[config.mk]
export PLATFORM = sky130hd
export DESIGN_NAME = shift_add_mult
export DESIGN_NICKNAME = d
export VERILOG_FILES = /design/src/rtl/mult_pkg.sv /design/src/rtl/mult_ctrl.sv /design/src/rtl/mult_cond_adder.sv /design/src/rtl/mult_datapath.sv /design/src/rtl/shift_add_mult.sv
export SDC_FILE = /design/constraint.sdc
export NUM_CORES = 1
export LEC_CHECK = 0
export BUFFER_PORTS_ARGS = -buffer_cell sky130_fd_sc_hd__buf_2
export CORE_ASPECT_RATIO = 1.1
export CORE_UTILIZATION = 48
export CTS_CLUSTER_DIAMETER = 100
export DETAILED_ROUTE_END_ITERATION = 8
export PLACE_DENSITY = 0.72
export SLEW_MARGIN = 20
export SYNTH_ARGS = -nofsm -noshare
export SYNTH_HDL_FRONTEND = slang
export SYNTH_SLANG_ARGS = --single-unit
[constraint.sdc]
create_clock -name clk -period 3.3 [get_ports clk]
set_input_delay 0.495 -clock clk [delete_from_list [all_inputs] [get_ports clk]]
set_output_delay 0.495 -clock clk [all_outputs]
set_load 0.05 [all_outputs]
[src/rtl/mult_pkg.sv]
package mult_pkg;
  typedef enum logic [1:0] {
    ST_IDLE = 2'd0,
    ST_RUN  = 2'd1,
    ST_DONE = 2'd2
  } mult_state_t;
endpackage

[src/rtl/mult_ctrl.sv]
module mult_ctrl
  import mult_pkg::*;
#(
  parameter int WIDTH = 32
) (
  input  logic clk,
  input  logic rst_n,
  input  logic start,
  output logic load,
  output logic step,
  output logic busy,
  output logic done
);
  localparam int CW = (WIDTH > 1) ? $clog2(WIDTH) : 1;
  localparam logic [CW-1:0] LAST = CW'(WIDTH - 1);

  mult_state_t state_q, state_d;
  logic [CW-1:0] iter_q;

  assign busy = (state_q == ST_RUN);
  assign done = (state_q == ST_DONE);
  assign load = start && !busy;
  assign step = busy;

  always_comb begin
    state_d = state_q;
    unique case (state_q)
      ST_IDLE: if (start) state_d = ST_RUN;
      ST_RUN:  if (iter_q == LAST) state_d = ST_DONE;
      ST_DONE: state_d = start ? ST_RUN : ST_IDLE;
      default: state_d = ST_IDLE;
    endcase
  end

  always_ff @(posedge clk or negedge rst_n) begin
    if (!rst_n) begin
      state_q <= ST_IDLE;
      iter_q  <= '0;
    end else begin
      state_q <= state_d;
      if (load)      iter_q <= '0;
      else if (step) iter_q <= iter_q + 1'b1;
    end
  end
endmodule

[src/rtl/mult_cond_adder.sv]
module mult_cond_adder #(
  parameter int WIDTH = 32
) (
  input  logic             en,
  input  logic [WIDTH-1:0] acc,
  input  logic [WIDTH-1:0] addend,
  output logic [WIDTH:0]   sum
);
  logic [WIDTH-1:0] gated;
  assign gated = en ? addend : '0;
  assign sum   = {1'b0, acc} + {1'b0, gated};
endmodule

[src/rtl/mult_datapath.sv]
module mult_datapath #(
  parameter int WIDTH = 32
) (
  input  logic               clk,
  input  logic               rst_n,
  input  logic               load,
  input  logic               step,
  input  logic [WIDTH-1:0]   mcand_in,
  input  logic [WIDTH-1:0]   mplier_in,
  output logic [2*WIDTH-1:0] prod
);
  localparam int PW = 2 * WIDTH;

  logic [WIDTH-1:0] mcand_q;
  logic [PW-1:0]    prod_q;
  logic [WIDTH:0]   sum;
  logic [PW-1:0]    shifted;

  mult_cond_adder #(.WIDTH(WIDTH)) u_add (
    .en     (prod_q[0]),
    .acc    (prod_q[PW-1:WIDTH]),
    .addend (mcand_q),
    .sum    (sum)
  );

  assign shifted = {sum, prod_q[WIDTH-1:1]};
  assign prod    = prod_q;

  always_ff @(posedge clk or negedge rst_n) begin
    if (!rst_n) begin
      mcand_q <= '0;
      prod_q  <= '0;
    end else if (load) begin
      mcand_q <= mcand_in;
      prod_q  <= {{WIDTH{1'b0}}, mplier_in};
    end else if (step) begin
      prod_q  <= shifted;
    end
  end
endmodule

[src/rtl/shift_add_mult.sv]
module shift_add_mult #(
  parameter int WIDTH = 32
) (
  input  logic               clk,
  input  logic               rst_n,
  input  logic               start,
  input  logic [WIDTH-1:0]   multiplicand,
  input  logic [WIDTH-1:0]   multiplier,
  output logic               busy,
  output logic               done,
  output logic [2*WIDTH-1:0] product
);
  logic load, step;

  mult_ctrl #(.WIDTH(WIDTH)) u_ctrl (
    .clk   (clk),
    .rst_n (rst_n),
    .start (start),
    .load  (load),
    .step  (step),
    .busy  (busy),
    .done  (done)
  );

  mult_datapath #(.WIDTH(WIDTH)) u_dp (
    .clk       (clk),
    .rst_n     (rst_n),
    .load      (load),
    .step      (step),
    .mcand_in  (multiplicand),
    .mplier_in (multiplier),
    .prod      (product)
  );
endmodule

==> results of run 1 <==
## final cells by class
class                      count  area (um^2)  share of cell area, %
multi-input combinational    472         3260                   45.9
sequential                   103         2580                   36.3
timing repair buffer         141          743                   10.5
clock buffer                  10          229                   3.22
tap                          154          193                   2.71
clock inverter                 6         60.1                  0.846
inverter                       9         33.8                  0.476
antenna                        1         2.50                 0.0352
## final timing paths
kind	depth (start not counted)	from	to	slack, ns
worst min-delay path	1	rst_n	u_dp.prod[38]	0.28
worst max register to register	11	u_dp.prod[0]	u_dp.prod[54]	0.31
worst max-delay path	11	u_dp.prod[0]	u_dp.prod[54]	0.31
min in group clk	2	multiplicand[29]	u_dp.mcand_q[29]	0.36
max in group asynchronous	2	rst_n	u_dp.prod[52]	2.24
worst min register to register	1	u_ctrl.iter_q[3]	u_ctrl.iter_q[3]	0.50
## registers in the layout (all words and copies together), names as in the netlist
register	count
u_ctrl.iter_q	5
u_ctrl.state_q	2
u_dp.mcand_q	32
u_dp.prod	64
## cells in the final DEF, fill, tap and decap left out, drive strengths merged, types with 5 or more instances in the layout
master  count
buf       141
dfrtp     103
o21ai      82
nand2      66
and2       36
ha         34
mux2i      32
mux2       32
a21oi      29
nand3      19
nor2       17
a21o       17
inv        15
xor2       13
nand4      11
xnor2      10
clkbuf     10
a211oi      8
nand2b      6
a31oi       6
nor2b       5
nor3        5
## metal layers
metal | vias to the layer above | wire, um | global-route usage [%]
li1 | 2457 | - | -
met1 | 2329 | 6150 | 30.1
met2 | 152 | 6690 | 37.6
met3 | 28 | 962 | 5.25
met4 | 0 | 340 | 10.3
met5 | - | 0 | 0
## worst max-delay path, cell delays in order, from the launching register on
cell and delay [ns]:
sky130_fd_sc_hd__dfrtp_1 0.40, sky130_fd_sc_hd__buf_4 0.20, sky130_fd_sc_hd__and2_1 0.16, sky130_fd_sc_hd__ha_1 0.36, sky130_fd_sc_hd__a211oi_1 0.25, sky130_fd_sc_hd__o21bai_1 0.17
sky130_fd_sc_hd__o211a_1 0.26, sky130_fd_sc_hd__nand3b_1 0.26, sky130_fd_sc_hd__o2111ai_1 0.37, sky130_fd_sc_hd__nand2_1 0.18, sky130_fd_sc_hd__xnor2_1 0.16, sky130_fd_sc_hd__o21ai_0 0.08
## stage by stage
step	cells	cell area, um^2	total power, uW	setup slack, ns	utilization, %
after floorplan	619	6010	6280	0.389	-
after global placement	879	6810	7320	0.474	56.1
after detailed placement	879	6810	7460	0.337	56.1
after CTS	895	7100	8560	0.309	58.5
after global routing	895	7100	9180	0.0518	58.5
final	896	7100	8510	0.312	58.5
## power breakdown
group | switching [uW] | total [uW] | internal (uW)
Clock | 530 | 1070 | 537
Combinational | 3350 | 5070 | 1720
Sequential | 453 | 2370 | 1920
## cells by family (layout without fill, tap and decap cells)
| kind of cell | after synthesis | count (layout) | share of synthesized area, % |
|---|---|---|---|
| other cells | 0 | 1 | 0 |
| xor+xnor | 23 | 23 | 3.35 |
| mux | 64 | 64 | 11.3 |
| compound gates | 173 | 173 | 17.4 |
| fa+ha+maj | 35 | 35 | 7.41 |
| simple gates | 177 | 177 | 14.8 |
| buf+inv | 44 | 166 | 2.83 |
| flops | 103 | 103 | 42.9 |
==> results.txt, run 1 <==
- Dividing the detail-routed wire length by the instance count gives 15.8 um.
- Via density per instance: 5.54
- Max-slew violations: 0
- On the final layout, the worst hold slack is 0.276 ns.
- The initial utilization of the core area, before any placement, comes to 49.5%.
* Max frequency: 0.335 GHz
* Arrival time at the worst endpoint: 3.21 ns
- A synthesized cell averages 9.71 um^2.
* Type of the tightest min-delay check: primary input to async pin
* Number of filler cells placed in the layout: 1082
- Clock skew after layout: 0.00750 ns
- Vertical die dimension: 119 um
- Actual slew at the worst max-slew pin: 0.965 ns
* Element type at the critical path end: register
- Drt first-iter violations: 215
* Top fanout value on the critical path: 21
- Biggest area consumer among synthesized cells: sky130_fd_sc_hd__dfrtp_1
- The share of synthesized area in the top cell type comes to 42.9%.
- The worst path uses 90.6% of the clock period.
- Max-cap violations in this run came to 0.
- The number of gates resized after CTS was 0.
* Die width: 109 um
* Min cycle time layout: 2.99 ns
- The number of setup buffers added after CTS is 0.
* CTS clk-pin slew, worst paths: 0.07 ns
- Summed negative setup slack over all endpoints: 0 ns
- Outcome: complete, no violations
- Detailed placer's ending HPWL: 10300 um
* Register area share after synthesis: 42.9%
- Total vias in the final route: 4966
- WL final: 14100 um
- Synthesis handed over a netlist of 619 instances.
* NumNets Final: 838
- After synthesis, the netlist uses 60 different library cells.
* Fraction of final layout cells sized beyond drive strength 1: 27.1%
* Number of storage elements in the synthesis netlist: 103
* Clock buffers created by TritonCTS: 9
* Sink count of the clock tree: 103
* Total setup violations reported at the end of the flow: 0
- During I/O placement, the number of pins put on the boundary was 133.
- The worst setup path is launched from a register.
* Floorplan core area: 12100 um^2
- Cell with the most instances after synthesis: sky130_fd_sc_hd__dfrtp_1
- Yosys mapped a number of flops with a built-in enable equal to 0.
- At the later pin of the worst-skew pair, clock insertion delay measures 0.36 ns.
* Hold Vio Cnt, Final: 0
- Max VDD drop: 0.728 mV
- Cell row count: 42
* Number of search-and-repair iterations in the first detailed-routing pass: 4
- By startpoint and endpoint, the worst setup path is classified as register to register.
- Number of remaining DRC errors: 0
- Pin count of the biggest net entering global routing: 78
- Power density over cell area: 1200 nW/um^2
- Clock tree from TritonCTS: built
- Clock Path Buffers: 2
* Wire length of the first global-routing pass: 24000 um
- The number of global-route vias before repair is 5002.
* FFs w/ async S/R, synth: 100%
- Leakage component of the power: 0.00353 uW
* Commonest cells in the synthesized netlist: 103 x sky130_fd_sc_hd__dfrtp_1, 76 x sky130_fd_sc_hd__o21ai_0, 66 x sky130_fd_sc_hd__nand2_1
- During synthesis, Yosys emitted a total of 0 warnings.
- Cells taking the most area after synthesis: sky130_fd_sc_hd__dfrtp_1 43%, sky130_fd_sc_hd__ha_1 7.1%, sky130_fd_sc_hd__o21ai_0 6.3%
* Synthesized area: 6010 um^2
- Most common flop cell mapped by yosys: sky130_fd_sc_hd__dfrtp_1
- Global-route total usage across every layer: 23.5%
- Synthesized netlist net count: 721
- DIE AREA: 13000 um^2
* Count of buffers from port buffering: 132
- Setup repair after global routing left no endpoint under its margin.
- The count of nets left with antenna violations once routing finished came out at 0.
* Total congestion overflow: 0
- Global placement routability congestion: 0.946
- Slew HR: 35.7%
- CTS root buf: sky130_fd_sc_hd__clkbuf_16
* Required time reported for the critical path endpoint: 3.52 ns
- Hold repair after CTS inserted 0 buffers.
- H-tree depth: 3
- The number of antenna violations at the first check in global routing was 1.
* Layout-stage area growth over the synthesis result: 18.2%
No activity file was read; power rests on OpenSTA's default activity.
==> run 2, diff against run 1 <==
--- a/config.mk
+++ b/config.mk
@@ -5,11 +5,14 @@
 export SDC_FILE = /design/constraint.sdc
 export NUM_CORES = 1
 export LEC_CHECK = 0
+export ABC_AREA = 0
 export BUFFER_PORTS_ARGS = -buffer_cell sky130_fd_sc_hd__buf_2
 export CORE_ASPECT_RATIO = 1.1
 export CORE_UTILIZATION = 48
 export CTS_CLUSTER_DIAMETER = 100
 export DETAILED_ROUTE_END_ITERATION = 8
+export GPL_ROUTABILITY_DRIVEN = 0
+export GPL_TIMING_DRIVEN = 0
 export PLACE_DENSITY = 0.72
 export SLEW_MARGIN = 20
 export SYNTH_ARGS = -nofsm -noshare
==> run 2 against run 1 <==
Routed wire length up 3.4%. Sequential power about the same. Critical path type unchanged. Global-route usage up 0.12 points. Worst hold slack gained 0.086 ns. Via count increased by 5.1%. Clock-buffer cell count increased by 1. Fmax fell by 5.4%. First-iteration DRC count grew 58%. Total power rose by 2.0%. Clock skew increased by 0.0017 ns. Largest cell class unchanged. Utilization grew 1.2 points. Largest power group unchanged.
==> results.txt, run 2 (same netlist as run 1, synthesis figures left out) <==
- Top Metal Used: met4
- NumNets Final: 865
- Global-route total usage across every layer: 23.6%
- Antenna violations before repair: 0
- Of the available clock period, the critical path in the final layout requires 95.8%.
- The number of global-route vias before repair is 5040.
* Vertical die dimension: 119 um
* Top fanout value on the critical path: 10
* CP delay by family, top: simple AND/OR/NAND/NOR gates
- The worst hold path was traced through 2 stages.
* Required time reported for the critical path endpoint: 3.60 ns
* Hold worst-path end: u_dp.mcand_q[26]
- WL final: 14600 um
* Layout-stage area growth over the synthesis result: 20.6%
- Data arrives at the worst endpoint at 3.46 ns.
- Clock buffers created by TritonCTS: 9
* H-tree depth: 3
* Clock tree from TritonCTS: built
* Cell row count: 42
* Clock skew after layout: 0.00923 ns
* Outcome: complete, no violations
- After detailed routing, the number of vias per cell comes to 5.66.
- The first global-routing pass estimated 23800 um of wire.
* Pin count of the biggest net entering global routing: 77
- Hold Vio Cnt, Final: 0
* Post-route antenna net violation count: 0
- For this run the aggregate overflow at the end of global routing stands at 0.
- Depth of the worst register-to-register path: 11
- Detailed placer's ending HPWL: 10700 um
* Worst setup timing slack at the placement stage: -0.143 ns
- Clock insertion delay at the later pin of the skew report: 0.36 ns
- DIE AREA: 13000 um^2
- Power density over cell area: 1200 nW/um^2
- I/O pin count: 133
- Setup slack on the critical path of the routed design comes to 0.140 ns.
- CTS root buf: sky130_fd_sc_hd__clkbuf_16
- The analysis attributes to cell leakage a power of 0.00356 uW.
- Traced cell by cell, the critical path runs through buf_2 > nand2_1 > fa_1 > nand2b_1 > a21oi_2 > nand4_1 > a31o_1 > a211oi_4 > nor2_2 > or4_1 > nand3_1.
- Length of routed wiring on met1: 6540 um
* Slew HR: 48.9%
- CTS clk-pin slew, worst paths: 0.07 ns
- Counting along the longest clock path gives a buffer depth of 2.
- Min cycle time layout: 3.16 ns
- Counting both buffers and inverters, the worst setup path holds a total of 1.
* Max VDD drop: 0.582 mV
- Floorplan core area: 12100 um^2
- At the pin with the least slew margin, the transition time is 0.763 ns.
- The register with the most flip-flops in the layout has 64 of them.
* Count of buffers from port buffering: 131
- Setup repair after global routing left no endpoint under its margin.
- After the first detailed-routing iteration, the DRC count stood at 339.
- The startpoint identified for the worst hold timing path is multiplicand[26].
- Number of remaining DRC errors: 0
- Endpoint of the lowest-slack register-to-register path: u_dp.prod[59]
- Most common library cell in the layout ignoring fill and taps: sky130_fd_sc_hd__buf_2
* Sum of met2 wire segment lengths after detailed routing: 6950 um
- The slowest stage of the critical path is the sky130_fd_sc_hd__dfrtp_2 cell.
* Routed wire length per instance: 15.9 um
- Number of search-and-repair iterations in the first detailed-routing pass: 5
* Final Util: 59.7%
- Detailed routing inserted a total of 5220 vias.
- The setup check on the worst reg-to-reg path leaves a slack of 0.14 ns.
- For this run, the slowest stage of the critical path takes 0.47 ns.
- Max frequency: 0.316 GHz
* Summed negative setup slack over all endpoints: 0 ns
- Commonest non-fill, non-tap cells in the layout: 132 x sky130_fd_sc_hd__buf_2, 102 x sky130_fd_sc_hd__dfrtp_1, 76 x sky130_fd_sc_hd__o21ai_0
- The completed layout was analyzed and its total power is 8680 uW.
- The worst hold path belongs to the class primary input to register.
- Of the cells placed in the final design, the portion with a size suffix greater than 1 is 26.2%.
* Reg-to-reg startpoint: u_dp.prod[0]
* Die width: 109 um
* Total setup violations reported at the end of the flow: 0
* Type of the setup path with the least slack: register to register
* Max-capacitance violation count: 0
* Element type at the critical path end: register
* Worst hold slack: 0.362 ns
* Sink count of the clock tree: 103
* Routed length on met3: 843 um
- STA classifies the critical path startpoint as a register.
- Number of antenna diodes: 0
- Effective utilization at floorplan: 49.5%
* Max-slew violations: 0
## run 2: changes by cell type in the layout (fill, tap and decap cells not counted), moves of 3 or more
cell	before	now
sky130_fd_sc_hd__inv_8	3	0
sky130_fd_sc_hd__buf_1	0	4
sky130_fd_sc_hd__clkbuf_1	1	27
sky130_fd_sc_hd__buf_4	9	1
## run 2: where the power goes
group / switching (uW) / internal (uW)
Sequential: 452 / 1920
Combinational: 3450 / 1730
Clock: 489 / 635
Total: 4390 / 4290
## run 2: how the worst max path moves through the flow
stage,startpoint,endpoint,cells after the start
6_report,u_dp.prod[0],u_dp.prod[59],11
5_1_grt,u_dp.prod[0],u_dp.prod[59],11
4_1_cts,u_dp.prod[0],u_dp.prod[59],11
3_5_place_dp,u_dp.prod[0],u_dp.prod[59],11
3_3_place_gp,u_dp.prod[0],u_dp.prod[59],11
2_1_floorplan,u_dp.prod[32],u_dp.prod[59],11
## run 2: metal layers
| metal | up-vias | track usage (%) |
|---|---|---|
| li1 | 2517 | - |
| met1 | 2508 | 30.8 |
| met2 | 169 | 37.6 |
| met3 | 26 | 5.04 |
| met4 | 0 | 9.97 |
| met5 | - | 0 |
## run 2: timing repair
item	4_1_cts	5_1_grt
hold buffers	1	0
hold endpoints to repair	6	0
endpoints found under the setup margin	2	6
gates resized for setup	2	7
gates cloned	0	0
setup buffers	0	0
## run 2: worst register-to-register path: cells and delay by family, from the launching register on
kind | cells | cell delay (ns)
AND/OR/NAND/NOR | 6 | 1.12
AO/OA/AOI/OAI | 3 | 0.87
flip-flops | 1 | 0.47
adder cells (fa/ha/maj) | 1 | 0.41
buffers and inverters | 1 | 0.23
## run 2: through the flow
stage | cells | area (um^2)
floorplan | 619 | 6010
global placement | 904 | 6860
detailed placement | 905 | 6890
CTS | 922 | 7220
global route | 922 | 7250
finish | 922 | 7250
## run 2: cell type report
class	count	area, um^2
tap	154	193
buffer	35	139
multi-input combinational	472	3290
clock inverter	5	63.8
timing repair buffer	133	699
inverter	9	33.8
fill	1054	4890
clock buffer	11	253
sequential	103	2580
